--- src/rtl/stkpwm_pkg.sv ---
package stkpwm_pkg;
  // Direction of the shared triangular carrier.
  typedef enum logic {
    DIR_DOWN = 1'b0,
    DIR_UP   = 1'b1
  } car_dir_e;
endpackage

--- src/rtl/stkpwm_carrier.sv ---
module stkpwm_carrier #(
  parameter int W       = 8,
  parameter int CAR_MAX = 100
) (
  input  logic                clk,
  input  logic                rst_n,
  output logic signed [W-1:0] car,
  output logic                at_turn
);
  import stkpwm_pkg::*;

  localparam logic signed [W-1:0] PEAK   = W'(CAR_MAX);
  localparam logic signed [W-1:0] VALLEY = -PEAK;
  localparam logic signed [W-1:0] ONE    = W'(1);

  car_dir_e dir;

  always_ff @(posedge clk or negedge rst_n) begin
    if (!rst_n) begin
      car <= VALLEY;
      dir <= DIR_UP;
    end else if (dir == DIR_UP) begin
      car <= car + ONE;
      if (car == PEAK - ONE) dir <= DIR_DOWN;
    end else begin
      car <= car - ONE;
      if (car == VALLEY + ONE) dir <= DIR_UP;
    end
  end

  assign at_turn = (car == PEAK) || (car == VALLEY);
endmodule

--- src/rtl/stkpwm_leg.sv ---
module stkpwm_leg #(
  parameter int W    = 8,
  parameter int OUTS = 3
) (
  input  logic [OUTS*W-1:0]   words,
  input  logic signed [W-1:0] car,
  output logic [OUTS:0]       cmd
);
  logic [OUTS-1:0] ge;

  for (genvar k = 0; k < OUTS; k++) begin : g_cmp
    assign ge[k] = $signed(words[k*W +: W]) >= car;
  end

  assign cmd[0]    = ge[0];
  assign cmd[OUTS] = ~ge[OUTS-1];
  for (genvar j = 1; j < OUTS; j++) begin : g_mid
    assign cmd[j] = ~ge[j-1] | ge[j];
  end
endmodule

--- src/rtl/stkpwm_order.sv ---
module stkpwm_order #(
  parameter int W    = 8,
  parameter int OUTS = 3
) (
  input  logic [OUTS*W-1:0] words,
  output logic              ordered
);
  logic [OUTS-2:0] step_ok;

  for (genvar k = 1; k < OUTS; k++) begin : g_step
    assign step_ok[k-1] = $signed(words[(k-1)*W +: W]) > $signed(words[k*W +: W]);
  end

  assign ordered = &step_ok;
endmodule

--- src/rtl/stkpwm_deadtime.sv ---
module stkpwm_deadtime #(
  parameter int DT_W = 6
) (
  input  logic            clk,
  input  logic            rst_n,
  input  logic            cmd,
  input  logic [DT_W-1:0] dead,
  output logic            gate
);
  logic [DT_W-1:0] cnt;

  always_ff @(posedge clk or negedge rst_n) begin
    if (!rst_n) begin
      gate <= 1'b0;
      cnt  <= '0;
    end else if (!cmd) begin
      gate <= 1'b0;
      cnt  <= '0;
    end else if (!gate) begin
      if (cnt >= dead) gate <= 1'b1;
      else             cnt  <= cnt + 1'b1;
    end
  end
endmodule

--- src/rtl/stkpwm_gate.sv ---
module stkpwm_gate #(
  parameter int PHASES  = 3,
  parameter int OUTS    = 3,
  parameter int W       = 8,
  parameter int CAR_MAX = 100,
  parameter int DT_W    = 6
) (
  input  logic                        clk,
  input  logic                        rst_n,
  input  logic [DT_W-1:0]             dead_cycles,
  input  logic                        in_valid,
  output logic                        in_ready,
  input  logic [PHASES*OUTS*W-1:0]    in_words,
  output logic [PHASES*(OUTS+1)-1:0]  gate,
  output logic                        fault
);
  localparam int SW      = OUTS + 1;
  localparam int GATES   = PHASES * SW;
  localparam int LEG_W   = OUTS * W;
  localparam int WORDS_W = PHASES * LEG_W;
  localparam logic [W-1:0] MIN_WORD = {1'b1, {(W-1){1'b0}}};

  logic signed [W-1:0] car_q;
  logic                at_turn;
  logic [WORDS_W-1:0]  word_q;
  logic [GATES-1:0]    raw_cmd;
  logic [GATES-1:0]    dt_gate;
  logic [PHASES-1:0]   ordered;
  logic                fault_q;
  logic                accept;

  stkpwm_carrier #(.W(W), .CAR_MAX(CAR_MAX)) u_car (
    .clk(clk), .rst_n(rst_n), .car(car_q), .at_turn(at_turn)
  );

  assign in_ready = at_turn;
  assign accept   = in_valid & at_turn;

  always_ff @(posedge clk or negedge rst_n) begin
    if (!rst_n) begin
      word_q  <= {(PHASES*OUTS){MIN_WORD}};
      fault_q <= 1'b0;
    end else if (accept) begin
      word_q  <= in_words;
      fault_q <= fault_q | ~(&ordered);
    end
  end

  for (genvar p = 0; p < PHASES; p++) begin : g_phase
    stkpwm_order #(.W(W), .OUTS(OUTS)) u_ord (
      .words(in_words[p*LEG_W +: LEG_W]), .ordered(ordered[p])
    );
    stkpwm_leg #(.W(W), .OUTS(OUTS)) u_leg (
      .words(word_q[p*LEG_W +: LEG_W]), .car(car_q), .cmd(raw_cmd[p*SW +: SW])
    );
    for (genvar j = 0; j < SW; j++) begin : g_sw
      stkpwm_deadtime #(.DT_W(DT_W)) u_dt (
        .clk(clk), .rst_n(rst_n), .cmd(raw_cmd[p*SW+j]),
        .dead(dead_cycles), .gate(dt_gate[p*SW+j])
      );
    end
  end

  assign gate  = fault_q ? '0 : dt_gate;
  assign fault = fault_q;
endmodule

--- config.mk ---
export PLATFORM = sky130hd
export DESIGN_NAME = stkpwm_gate
export DESIGN_NICKNAME = d
export VERILOG_FILES = /design/src/rtl/stkpwm_pkg.sv /design/src/rtl/stkpwm_carrier.sv /design/src/rtl/stkpwm_leg.sv /design/src/rtl/stkpwm_order.sv /design/src/rtl/stkpwm_deadtime.sv /design/src/rtl/stkpwm_gate.sv
export SDC_FILE = /design/constraint.sdc
export NUM_CORES = 1
export LEC_CHECK = 0
export BUFFER_PORTS_ARGS = -buffer_cell sky130_fd_sc_hd__clkbuf_2
export CORE_MARGIN = 4
export CORE_UTILIZATION = 50
export CTS_CLUSTER_DIAMETER = 150
export DETAILED_ROUTE_END_ITERATION = 6
export PLACE_DENSITY = 0.71
export SYNTH_ARGS = -nofsm -noshare
export SYNTH_HDL_FRONTEND = slang
export SYNTH_HIERARCHICAL = 1
export SYNTH_SLANG_ARGS = --single-unit
--- constraint.sdc ---
create_clock -name clk -period 3.05 [get_ports clk]
set_input_delay 0.1525 -clock clk [delete_from_list [all_inputs] [get_ports clk]]
set_output_delay 0.1525 -clock clk [all_outputs]
set_load 0.02 [all_outputs]
==> results of run 1 <==
## cells in the mapped netlist, types with 7 or more instances
master,count,area (µm²)
a31oi_2,12,150.1
and2_2,12,90.09
ha_1,210,2628
nand2b_1,25,156.4
o211ai_1,21,157.7
or3_1,25,156.4
clkbuf_8,7,96.34
mux2_2,66,743.2
a21oi_1,53,265.3
a2111oi_2,9,135.1
a211o_1,12,105.1
inv_1,180,675.7
o21ai_0,36,180.2
dfrtp_1,152,3804
o21a_1,24,180.2
o21ai_2,12,105.1
xor2_1,15,131.4
nor3_1,20,100.1
nor2b_1,25,156.4
dfstp_2,14,367.9
and2_1,12,75.07
a31oi_1,7,43.79
nand2_1,20,75.07
xnor2_1,14,122.6
a21o_1,31,232.7
nor2_1,42,157.7
mux2i_1,12,120.1
nand4_1,42,262.8
nand3_1,16,80.08
## area by class of cell
type / count / area share [%]
clock buffers: 23 / 3.291
clock inverters: 9 / 0.8976
repair buffers: 164 / 8.386
multi-input cells: 834 / 50.53
well taps: 319 / 2.807
inverters: 180 / 4.752
flip-flops and latches: 166 / 29.34
## power by group through the flow
| stage | clock network, W | logic (W) | registers (W) |
|---|---|---|---|
| 6_report | 0.00219 | 0.000700 | 0.00230 |
| 5_1_grt | 0.00235 | 0.000814 | 0.00231 |
| 4_1_cts | 0.00224 | 0.000707 | 0.00230 |
| 3_5_place_dp | 0 | 0.000636 | 0.00234 |
| 3_3_place_gp | 0 | 0.000610 | 0.00234 |
| 2_1_floorplan | 0 | 0.000397 | 0.00233 |
## logic make-up (layout without fill, tap and decap cells)
kind of cell	after synthesis	in the layout	synth area share, %
AND/OR/NAND/NOR	258	258	12.06
AO/OA/AOI/OAI	252	252	15.39
adder cells (fa/ha/maj)	211	211	21.82
buffers and inverters	188	376	6.394
flip-flops	166	166	34.39
multiplexers	84	84	7.859
XOR/XNOR	29	29	2.094
## layout by cell type, fill, tap and decap left out, types with 7 or more instances in the layout
cell           netlist  routed
a2111oi_2            9       9
a211o_1             12      12
a21o_1              31      31
a21oi_1             53      53
a31oi_1              7       7
a31oi_2             12      12
and2_1              12      12
and2_2              12      12
clkbuf_16            0      17
clkbuf_2             0      93
dfrtp_1            152     152
dfstp_2             14      14
dlygate4sd3_1        0      66
ha_1               210     210
inv_1              180     180
mux2_2              66      66
mux2i_1             12      12
nand2_1             20      20
nand2b_1            25      25
nand3_1             16      16
nand4_1             42      42
nor2_1              42      42
nor2b_1             25      25
nor3_1              20      20
o211ai_1            21      21
o21a_1              24      24
o21ai_0             36      36
o21ai_2             12      12
or3_1               25      25
xnor2_1             14      14
xor2_1              15      15
## through the flow
stage / util, % / cell area, µm² / setup WS (ps) / hold slack (ps)
global placement: 54.73 / 12960 / 657.2 / 209.1
finish: 60.04 / 14220 / 604.5 / 18.37
detailed placement: 54.73 / 12960 / 623.6 / 215.3
global route: 60.04 / 14220 / 364.4 / 7.921
CTS: 60.04 / 14220 / 602.4 / 3.455
floorplan: - / 12130 / 457.4 / -143.1
## timing repair
item | 4_1_cts | 5_1_grt
resized for setup | 0 | 0
hold endpoints to repair | 127 | 0
hold buffers | 66 | 0
buffers inserted | 0 | 0
setup endpoints to repair | 0 | 0
## routing by layer
metal	track usage, %	share of wire (%)	vias to the layer above
met3	2.986	2.6	44
met1	27.45	47	4331
met4	7.015	2.4	0
met2	34.91	48	138
met5	0	0	-
li1	-	-	4624
## flip-flops by register name (all words and copies together) (netlist names)
name and flops:
u_car/car 8, g_phase.g_sw.u_dt/cnt 72, g_phase.g_sw.u_dt/gate 12, fault 1
u_car/dir 1, word_q 72
## path summary, 6_finish.rpt
path	from	endpoint	slack, ps	cells past startpoint
worst min register to register	word_q[48]$_DFFE_PN0P_	word_q[48]$_DFFE_PN0P_	500	1
min in group asynchronous	rst_n	g_phase[2].g_sw[0].u_dt/cnt[2]$_DFFE_PN0P_	310	2
max in group asynchronous	rst_n	word_q[47]$_DFFE_PN1P_	1780	3
worst min-delay path	in_words[57]	word_q[57]$_DFFE_PN0P_	20	2
worst max register to register	u_car/car[0]$_DFF_PN0_	g_phase[0].g_sw[2].u_dt/cnt[1]$_DFFE_PN0P_	600	7
worst max-delay path	u_car/car[0]$_DFF_PN0_	g_phase[0].g_sw[2].u_dt/cnt[1]$_DFFE_PN0P_	600	7
## critical path: cells and delay by family (launching register included)
kind / cells / cell delay, ps
buffers and inverters: 1 / 180
AND/OR/NAND/NOR: 3 / 350
AO/OA/AOI/OAI: 2 / 730
flip-flops: 1 / 730
adder cells (fa/ha/maj): 1 / 330
==> reports/qor.yml, run 1 <==
status: "finished, final reports clean"
synth_cells: 1188
antenna_found_initial: 0
layout_min_cycle_time_ps: 2446
hold_viol: 0
critical_path.max_stage_delay_ps: 730
seq_power_share_pct: 44.3
cts.sinks: 166
seqCellArea_mm2: 0.004172
synth_seq_cells: 166
switching_share_pct: 24.91
pwr-share-clk_pct: 42.2
die-area_mm2: 0.02682
finalSetupTns_ps: 0
synth.cell_area_mm2: 0.01213
gp_congestion: 0.8225
start_util_pct: 51.23
syn-num-nets: 1480
grt_max_degree: 71
cts_tree: "done"
cp.arrival_ps: 2750
p_comb_share_pct: 13.5
fin_crit_sh_pct: 80.18
max-cap-violations: 0
hp-class: "in2reg"
final-max-slew-violation-count: 0
avgSynthCellArea_um2: 10.21
grt_pass1_wl_um: 44960
io_buffers: 94
drc: 0
cts-root-buf: "clkbuf_16"
grt_pass1_vias: 9314
pin_count: 95
core.rowCount: 56
crit_top_cell: "nand2b_1"
synthToLayoutAreaGrowth_pct: 17.20
clk_path_buf_depth: 2
die_w_um: 163.8
vias: 9137
setup_viol: 0
final_layout_size_suffix_gt1_share_pct: 19.55
vias_per_cell: 5.391
grt-ovfl-total: 0
power_leakage_nw: 7.451
hpwl_um: 19860
max_slew_margin_pct: 53.98
drt-pass1-iter-count: 5
synth_edf_count: 0
path_cells: "ha_1 > nand2b_1 > a2111oi_0 > o32a_2 > nand2b_1 > inv_1 > nor2_1"
groute.usage.overall_pct: 20.71
wl_per_cell_um: 15.50
clock_latency_ps: 430
p_int_w: 0.003904
max-vdd-ir-drop_v: 0.0002434
coreArea_mm2: 0.02368
synth.distinct_cells: 51
max_freq_mhz: 408.9
tightestPinTransition_ps: 690.3
seq_area_frac_synth_pct: 34.39
synthArstFlopShare_pct: 100.0
cp-end-kind: "flip-flop"
drt-total-wl_um: 26270
cts_buffers: 17
ctsHtreeMaxLevel: 4
rsz0062_at_grt: "no"
antenna_left: 0
synth_flop_cell: "dfrtp_1"
final_net_count: 1655
required_ps: 3360
finalPower_w: 0.005199
powerDensity_mw_per_mm2: 365.6
path_clk_slew_ps: 70
diodes: 0
worstPathMaxFanout: 15
critPathKind: "reg2reg"
multiInputGateArea_mm2: 0.007184
drtIter0Drc: 474
ys_warn_count: 6
slowest_stage: "dfrtp_1"
finalNonFillerCells: 1695
critPathLaunchType: "flip-flop"
skew_ps: 11.78
die_y_um: 163.8
post-place-cells: 1597
fillers: 2022
p_switching_w: 0.001295
(Power assumes the default switching activity.)
==> run 2: changes to the inputs <==
- clock period: 3.05 -> 2.25 ns (I/O delays scaled with it)
==> reports/qor.yml, run 2 (synthesized netlist as in run 1, its figures left out) <==
status: "finished, final reports clean"  # unchanged
layout_min_cycle_time_ps: 2179  # was 2446 ps
reg2reg_slack_ps: 70  # was 600 ps
cp-end-kind: "flip-flop"  # unchanged
critPathLaunchType: "flip-flop"  # unchanged
start_util_pct: 51.23  # unchanged
hp-class: "in2reg"  # unchanged
cts-root-buf: "clkbuf_16"  # unchanged
cts_tree: "done"  # unchanged
critPathKind: "reg2reg"  # unchanged
drt-total-wl_um: 27850  # was 26270 µm
final_common_cell: "ha_1"  # unchanged
rsz0062_at_grt: "no"  # unchanged
core.rowCount: 56  # unchanged
coreArea_mm2: 0.02368  # unchanged
grt-ovfl-total: 0  # unchanged
grt_pass1_vias: 9694  # was 9314
cp.arrival_ps: 2490  # was 2750 ps
critical_path.max_stage_delay_ps: 580  # was 730 ps
min_to: "word_q[13]$_DFFE_PN0P_"  # was word_q[57]$_DFFE_PN0P_
io_buffers: 94  # unchanged
worstPathMaxFanout: 49  # was 15
power_leakage_nw: 7.575  # was 7.451 nW
drtIter0Drc: 417  # was 474
clk_path_buf_depth: 2  # unchanged
antenna_found_initial: 1  # was 0
multiInputGateArea_mm2: 0.007303  # was 0.007184 mm²
synthToLayoutAreaGrowth_pct: 20.13  # was 17.20%
use_met2_pct: 37.15  # was 34.91%
ff2ff_path_depth: 7  # unchanged
cts_buffers: 17  # unchanged
pin_count: 95  # unchanged
hold_viol: 0  # unchanged
max-vdd-ir-drop_v: 0.0004316  # was 0.0002434 V
grt_max_degree: 52  # was 71
reg2reg_from: "u_car/car[2]$_DFF_PN1_"  # was u_car/car[0]$_DFF_PN0_
drt-pass1-iter-count: 4  # was 5
path_clk_slew_ps: 60  # was 70 ps
final_net_count: 1683  # was 1655
cts.sinks: 166  # unchanged
gp_congestion: 0.8277  # was 0.8225
finalSetupTns_ps: 0  # unchanged
min-delay-start: "in_words[13]"  # was in_words[57]
powerDensity_mw_per_mm2: 476.3  # was 365.6 mW/mm²
path_buf_inv: 2  # was 1
dp_slack_ps: -203.4  # was 623.6 ps
vias_per_cell: 5.449  # was 5.391
reg.largest.list: "g_phase.g_sw.u_dt/cnt (72), word_q (72), g_phase.g_sw.u_dt/gate (12)"  # unchanged
grt_pass1_wl_um: 46870  # was 44960 µm
antenna_left: 0  # unchanged
ctsHtreeMaxLevel: 4  # unchanged
finish.utilization_pct: 61.54  # was 60.04%
tightestPinTransition_ps: 647.3  # was 690.3 ps
crit_family: "flip-flops"  # unchanged
required_ps: 2560  # was 3360 ps
max-cap-violations: 0  # unchanged
hpwl_um: 20490  # was 19860 µm
final-max-slew-violation-count: 0  # unchanged
final_layout_size_suffix_gt1_share_pct: 22.72  # was 19.55%
skew_ps: 13.74  # was 11.78 ps
die-area_mm2: 0.02682  # unchanged
slowest_stage: "dfstp_2"  # was dfrtp_1
grtUsageMet1_pct: 27.49  # was 27.45%
drc: 0  # unchanged
groute.usage.overall_pct: 21.42  # was 20.71%
path_cells: "nand4_1 > or3_4 > a211oi_4 > buf_4 > nand2_4 > buf_12 > mux2_4"  # was ha_1 > nand2b_1 > a2111oi_0 > o32a_2 > nand2b_1 > inv_1 > nor2_1
setup_viol: 0  # unchanged
r2r_end: "word_q[36]$_DFFE_PN0P_"  # was g_phase[0].g_sw[2].u_dt/cnt[1]$_DFFE_PN0P_
vias: 9394  # was 9137
finalPower_w: 0.006941  # was 0.005199 W
max_freq_mhz: 459.0  # was 408.9 MHz
max_slew_margin_pct: 56.85  # was 53.98%
setup_slack_ps: 71.24  # was 604.5 ps
die_y_um: 163.8  # unchanged
clock_latency_ps: 420  # was 430 ps
place_area_mm2: 0.01315  # was 0.01296 mm²
die_w_um: 163.8  # unchanged
wl_per_cell_um: 16.15  # was 15.50 µm
fin_crit_sh_pct: 96.83  # was 80.18%
hold_depth: 2  # unchanged
final_area_mm2: 0.01457  # was 0.01422 mm²
grt_busiest_layer: "met2"  # unchanged
fillers: 1966  # was 2022
final_cell_mix: "ha_1, inv_1, dfrtp_1"  # unchanged
grt_use_met3_pct: 3.588  # was 2.986%
seqCellArea_mm2: 0.004174  # was 0.004172 mm²
[run 2: cell types whose count changed in the layout (fill, tap and decap cells not counted), moves of 4 or more]
cell           change
a2111oi_0          -5
buf_4             +19
dlygate4sd3_1      +6
inv_1             -10
inv_2              +9
o21ai_0            -4
[run 2: cell type report]
type,instances,share of cell area (%)
Timing Repair Buffer,192,9.985
Inverter,180,4.653
Clock buffer,23,3.142
Antenna cell,1,0.01717
Clock inverter,9,0.7126
Sequential cell,166,28.64
Tap cell,319,2.739
Multi-Input combinational cell,834,50.11
[run 2: layer usage]
layer | vias to the layer above | routed length (µm)
met5 | - | 0
met4 | 0 | 687
met3 | 50 | 940
met2 | 175 | 13860
met1 | 4498 | 12360
li1 | 4671 | -
[run 2: report_power, final]
| part | total (W) | switching [W] | leakage (nW) | internal [W] |
|---|---|---|---|---|
| Sequential | 0.00312 | 0.0000633 | 2.09 | 0.00306 |
| Combinational | 0.000981 | 0.000530 | 5.22 | 0.000451 |
| Clock | 0.00284 | 0.00118 | 0.271 | 0.00166 |
| Total | 0.00694 | 0.00177 | 7.58 | 0.00517 |
[run 2: worst max path at each step]
stage / depth (start not counted) / start / slack, ps / to
after floorplan: 6 / u_car/car[2]$_DFF_PN1_ / 80 / word_q[3]$_DFFE_PN0P_
final: 7 / u_car/car[2]$_DFF_PN1_ / 70 / word_q[36]$_DFFE_PN0P_
after detailed placement: 9 / u_car/car[2]$_DFF_PN1_ / -200 / g_phase[0].g_sw[1].u_dt/cnt[5]$_DFFE_PN0P_
after global routing: 9 / u_car/car[4]$_DFF_PN1_ / 4 / g_phase[1].g_sw[3].u_dt/cnt[1]$_DFFE_PN0P_
after global placement: 9 / u_car/car[2]$_DFF_PN1_ / -30 / g_phase[0].g_sw[1].u_dt/cnt[5]$_DFFE_PN0P_
after CTS: 8 / u_car/car[2]$_DFF_PN1_ / -10 / g_phase[0].g_sw[0].u_dt/gate$_DFF_PN0_
[run 2: timing repair]
item                       4_1_cts  5_1_grt
gates resized for setup         12       29
setup endpoints to repair       34      108
hold buffers                    72        0
hold endpoints to repair       116        0
pin swaps                        1        6
buffers inserted                 2        2
[run 2: through the flow]
stage          cells  hold slack, ps
5_1_grt         1724           19.47
6_report        1724           37.66
3_3_place_gp    1615           97.09
3_5_place_dp    1615           104.8
4_1_cts         1721           19.70
2_1_floorplan   1188          -183.1
==> run 3: changes to the inputs <==
==> constraint.sdc (replaced) <==
create_clock -name clk -period 2.25 [get_ports clk]
set_input_delay 0.3375 -clock clk [delete_from_list [all_inputs] [get_ports clk]]
set_output_delay 0.3375 -clock clk [all_outputs]
set_load 0.02 [all_outputs]
==> reports/qor.yml, run 3 (synthesized netlist as in run 1, its figures left out) <==
start_util_pct: 51.23  # unchanged
p_switching_w: 0.001858  # was 0.001769 W
critPathKind: "reg2out"  # was reg2reg
powerDensity_mw_per_mm2: 480.2  # was 476.3 mW/mm²
power_leakage_nw: 7.466  # was 7.575 nW
max_slew_margin_pct: 58.33  # was 56.85%
max-vdd-ir-drop_v: 0.0003749  # was 0.0004316 V
core.rowCount: 56  # unchanged
fillers: 2037  # was 1966
finalPower_w: 0.006839  # was 0.006941 W
cts-root-buf: "clkbuf_16"  # unchanged
hold_viol: 0  # unchanged
vias_per_cell: 5.471  # was 5.449
final-max-slew-violation-count: 0  # unchanged
drc: 0  # unchanged
critical_path.max_stage_delay_ps: 570  # was 580 ps
grt_pass1_vias: 9390  # was 9694
layout_min_cycle_time_ps: 2265  # was 2179 ps
hpwl_um: 20540  # was 20490 µm
gp_congestion: 0.8360  # was 0.8277
wl_per_cell_um: 15.81  # was 16.15 µm
critPathLaunchType: "flip-flop"  # unchanged
p_int_w: 0.004980  # was 0.005172 W
drt-pass1-iter-count: 4  # unchanged
io_buffers: 94  # unchanged
violations: "negative setup slack"
coreArea_mm2: 0.02368  # unchanged
place_area_mm2: 0.01347  # was 0.01315 mm²
drtIter0Drc: 340  # was 417
p_comb_share_pct: 13.3  # was 14.1%
clock_latency_ps: 430  # was 420 ps
clk_path_buf_depth: 2  # unchanged
path_buf_inv: 2  # unchanged
status: "finished with violations"  # was finished, final reports clean
rsz0062_at_grt: "yes"  # was no
drt-total-wl_um: 26740  # was 27850 µm
die_y_um: 163.8  # unchanged
cts_tree: "done"  # unchanged
reg.largest.list: "g_phase.g_sw.u_dt/cnt (72), word_q (72), g_phase.g_sw.u_dt/gate (12)"  # unchanged
setup_slack_ps: -14.75  # was 71.24 ps
switching_share_pct: 27.17  # was 25.48%
fin_crit_sh_pct: 100.7  # was 96.83%
grt-ovfl-total: 0  # unchanged
die_w_um: 163.8  # unchanged
seq_power_share_pct: 45.7  # was 45.0%
grt_pass1_wl_um: 44720  # was 46870 µm
crit_family: "flip-flops"  # unchanged
synthToLayoutAreaGrowth_pct: 17.40  # was 20.13%
hp-class: "in2reg"  # unchanged
final_net_count: 1651  # was 1683
setup_viol: 1  # was 0
pwr-share-clk_pct: 41.0  # was 40.9%
tightestPinTransition_ps: 625.0  # was 647.3 ps
die-area_mm2: 0.02682  # unchanged
cts_buffers: 17  # unchanged
ctsHtreeMaxLevel: 4  # unchanged
path_cells: "nand4_1 > or3_4 > a211oi_4 > buf_6 > buf_8"  # was nand4_1 > or3_4 > a211oi_4 > buf_4 > nand2_4 > buf_12 > mux2_4
final_common_cell: "ha_1"  # unchanged
slowest_stage: "dfstp_2"  # unchanged
vias: 9252  # was 9394
final_layout_size_suffix_gt1_share_pct: 26.53  # was 22.72%
cp-end-kind: "output port"  # was flip-flop
final_cell_mix: "ha_1, inv_1, dfrtp_1"  # unchanged
antenna_left: 0  # unchanged
pin_count: 95  # unchanged
skew_ps: 9.397  # was 13.74 ps
diodes: 0  # was 1
cp.arrival_ps: 1930  # was 2490 ps
grt_max_degree: 73  # was 52
dp_slack_ps: -107.5  # was -203.4 ps
final_area_mm2: 0.01424  # was 0.01457 mm²
max_freq_mhz: 441.6  # was 459.0 MHz
groute.usage.overall_pct: 20.60  # was 21.42%
max-cap-violations: 0  # unchanged
path_clk_slew_ps: 70  # was 60 ps
worstPathMaxFanout: 5  # was 49
antenna_found_initial: 0  # was 1
cts.sinks: 166  # unchanged
required_ps: 1910  # was 2560 ps
run 3: cell count changes in the layout (fill, tap and decap cells not counted), sizes merged:
cell | previous run | this run
dlygate4sd3 | 72 | 1
buf | 28 | 67
inv | 181 | 185
bufinv | 2 | 0
clkbuf | 115 | 113
clkinv | 4 | 2
clkinvlp | 2 | 4
diode | 1 | 0
run 3: final cells by class:
cell class	instances	area (µm²)	area share, %
clock inverters	11	90.09	0.6325
clock buffers	21	470.5	3.303
well taps	319	399.1	2.802
inverters	180	683.2	4.797
multi-input cells	834	7327	51.45
repair buffers	160	1101	7.731
flip-flops and latches	166	4172	29.29
run 3: what timing repair did:
action                                  in CTS  in global routing
pin swaps                                    1                 14
endpoints found under the setup margin      25                 73
resized for setup                           12                 37
endpoints found under the hold margin       49                  0
buffers inserted                             5                  2
hold buffers                                 1                  0
run 3: worst reg2reg max path, delay by kind of cell (launching register included):
kind	cells	cell delay (ps)
DFF	1	550
adders and majority gates	1	200
buffers and inverters	4	390
AOI/OAI and AO/OA	4	950
run 3: power groups by stage:
stage | combinational, W | sequential [W] | clock [W]
after floorplan | 0.000538 | 0.00316 | 0
after global placement | 0.000876 | 0.00317 | 0
after detailed placement | 0.000919 | 0.00318 | 0
after CTS | 0.000928 | 0.00312 | 0.00288
after global routing | 0.00106 | 0.00313 | 0.00299
final | 0.000911 | 0.00312 | 0.00280
run 3: path summary, 6_finish.rpt:
check | startpoint | cells past startpoint | slack [ps] | end
hold reg to reg | word_q[8]$_DFFE_PN0P_ | 1 | 510 | word_q[8]$_DFFE_PN0P_
max in group asynchronous | rst_n | 3 | 1060 | word_q[31]$_DFFE_PN1P_
setup / recovery | u_car/car[7]$_DFF_PN1_ | 5 | -10 | in_ready
setup reg to reg | u_car/car[4]$_DFF_PN1_ | 9 | 80 | g_phase[1].g_sw[3].u_dt/cnt[3]$_DFFE_PN0P_
min in group asynchronous | rst_n | 2 | 420 | g_phase[2].g_sw[2].u_dt/cnt[1]$_DFFE_PN0P_
hold / removal | in_words[16] | 2 | 150 | word_q[16]$_DFFE_PN0P_
run 3: through the flow:
stage               hold slack, ps  std cells  util [%]  setup TNS (ps)
CTS                          134.5       1689     59.55          -97.26
global placement             321.8       1651     56.87          -111.6
detailed placement           330.5       1651     56.87          -796.7
floorplan                    41.91       1188         -               0
finish                       153.5       1691     60.14          -14.75
global route                 146.5       1691     60.14          -97.46
run 3: layer usage:
layer | GRT usage (%) | part of all wire [%] | vias up
met5 | 0 | 0 | -
met4 | 6.634 | 2.0 | 0
met3 | 3.363 | 3.1 | 41
met2 | 35.76 | 49 | 149
met1 | 26.30 | 46 | 4437
li1 | - | - | 4625
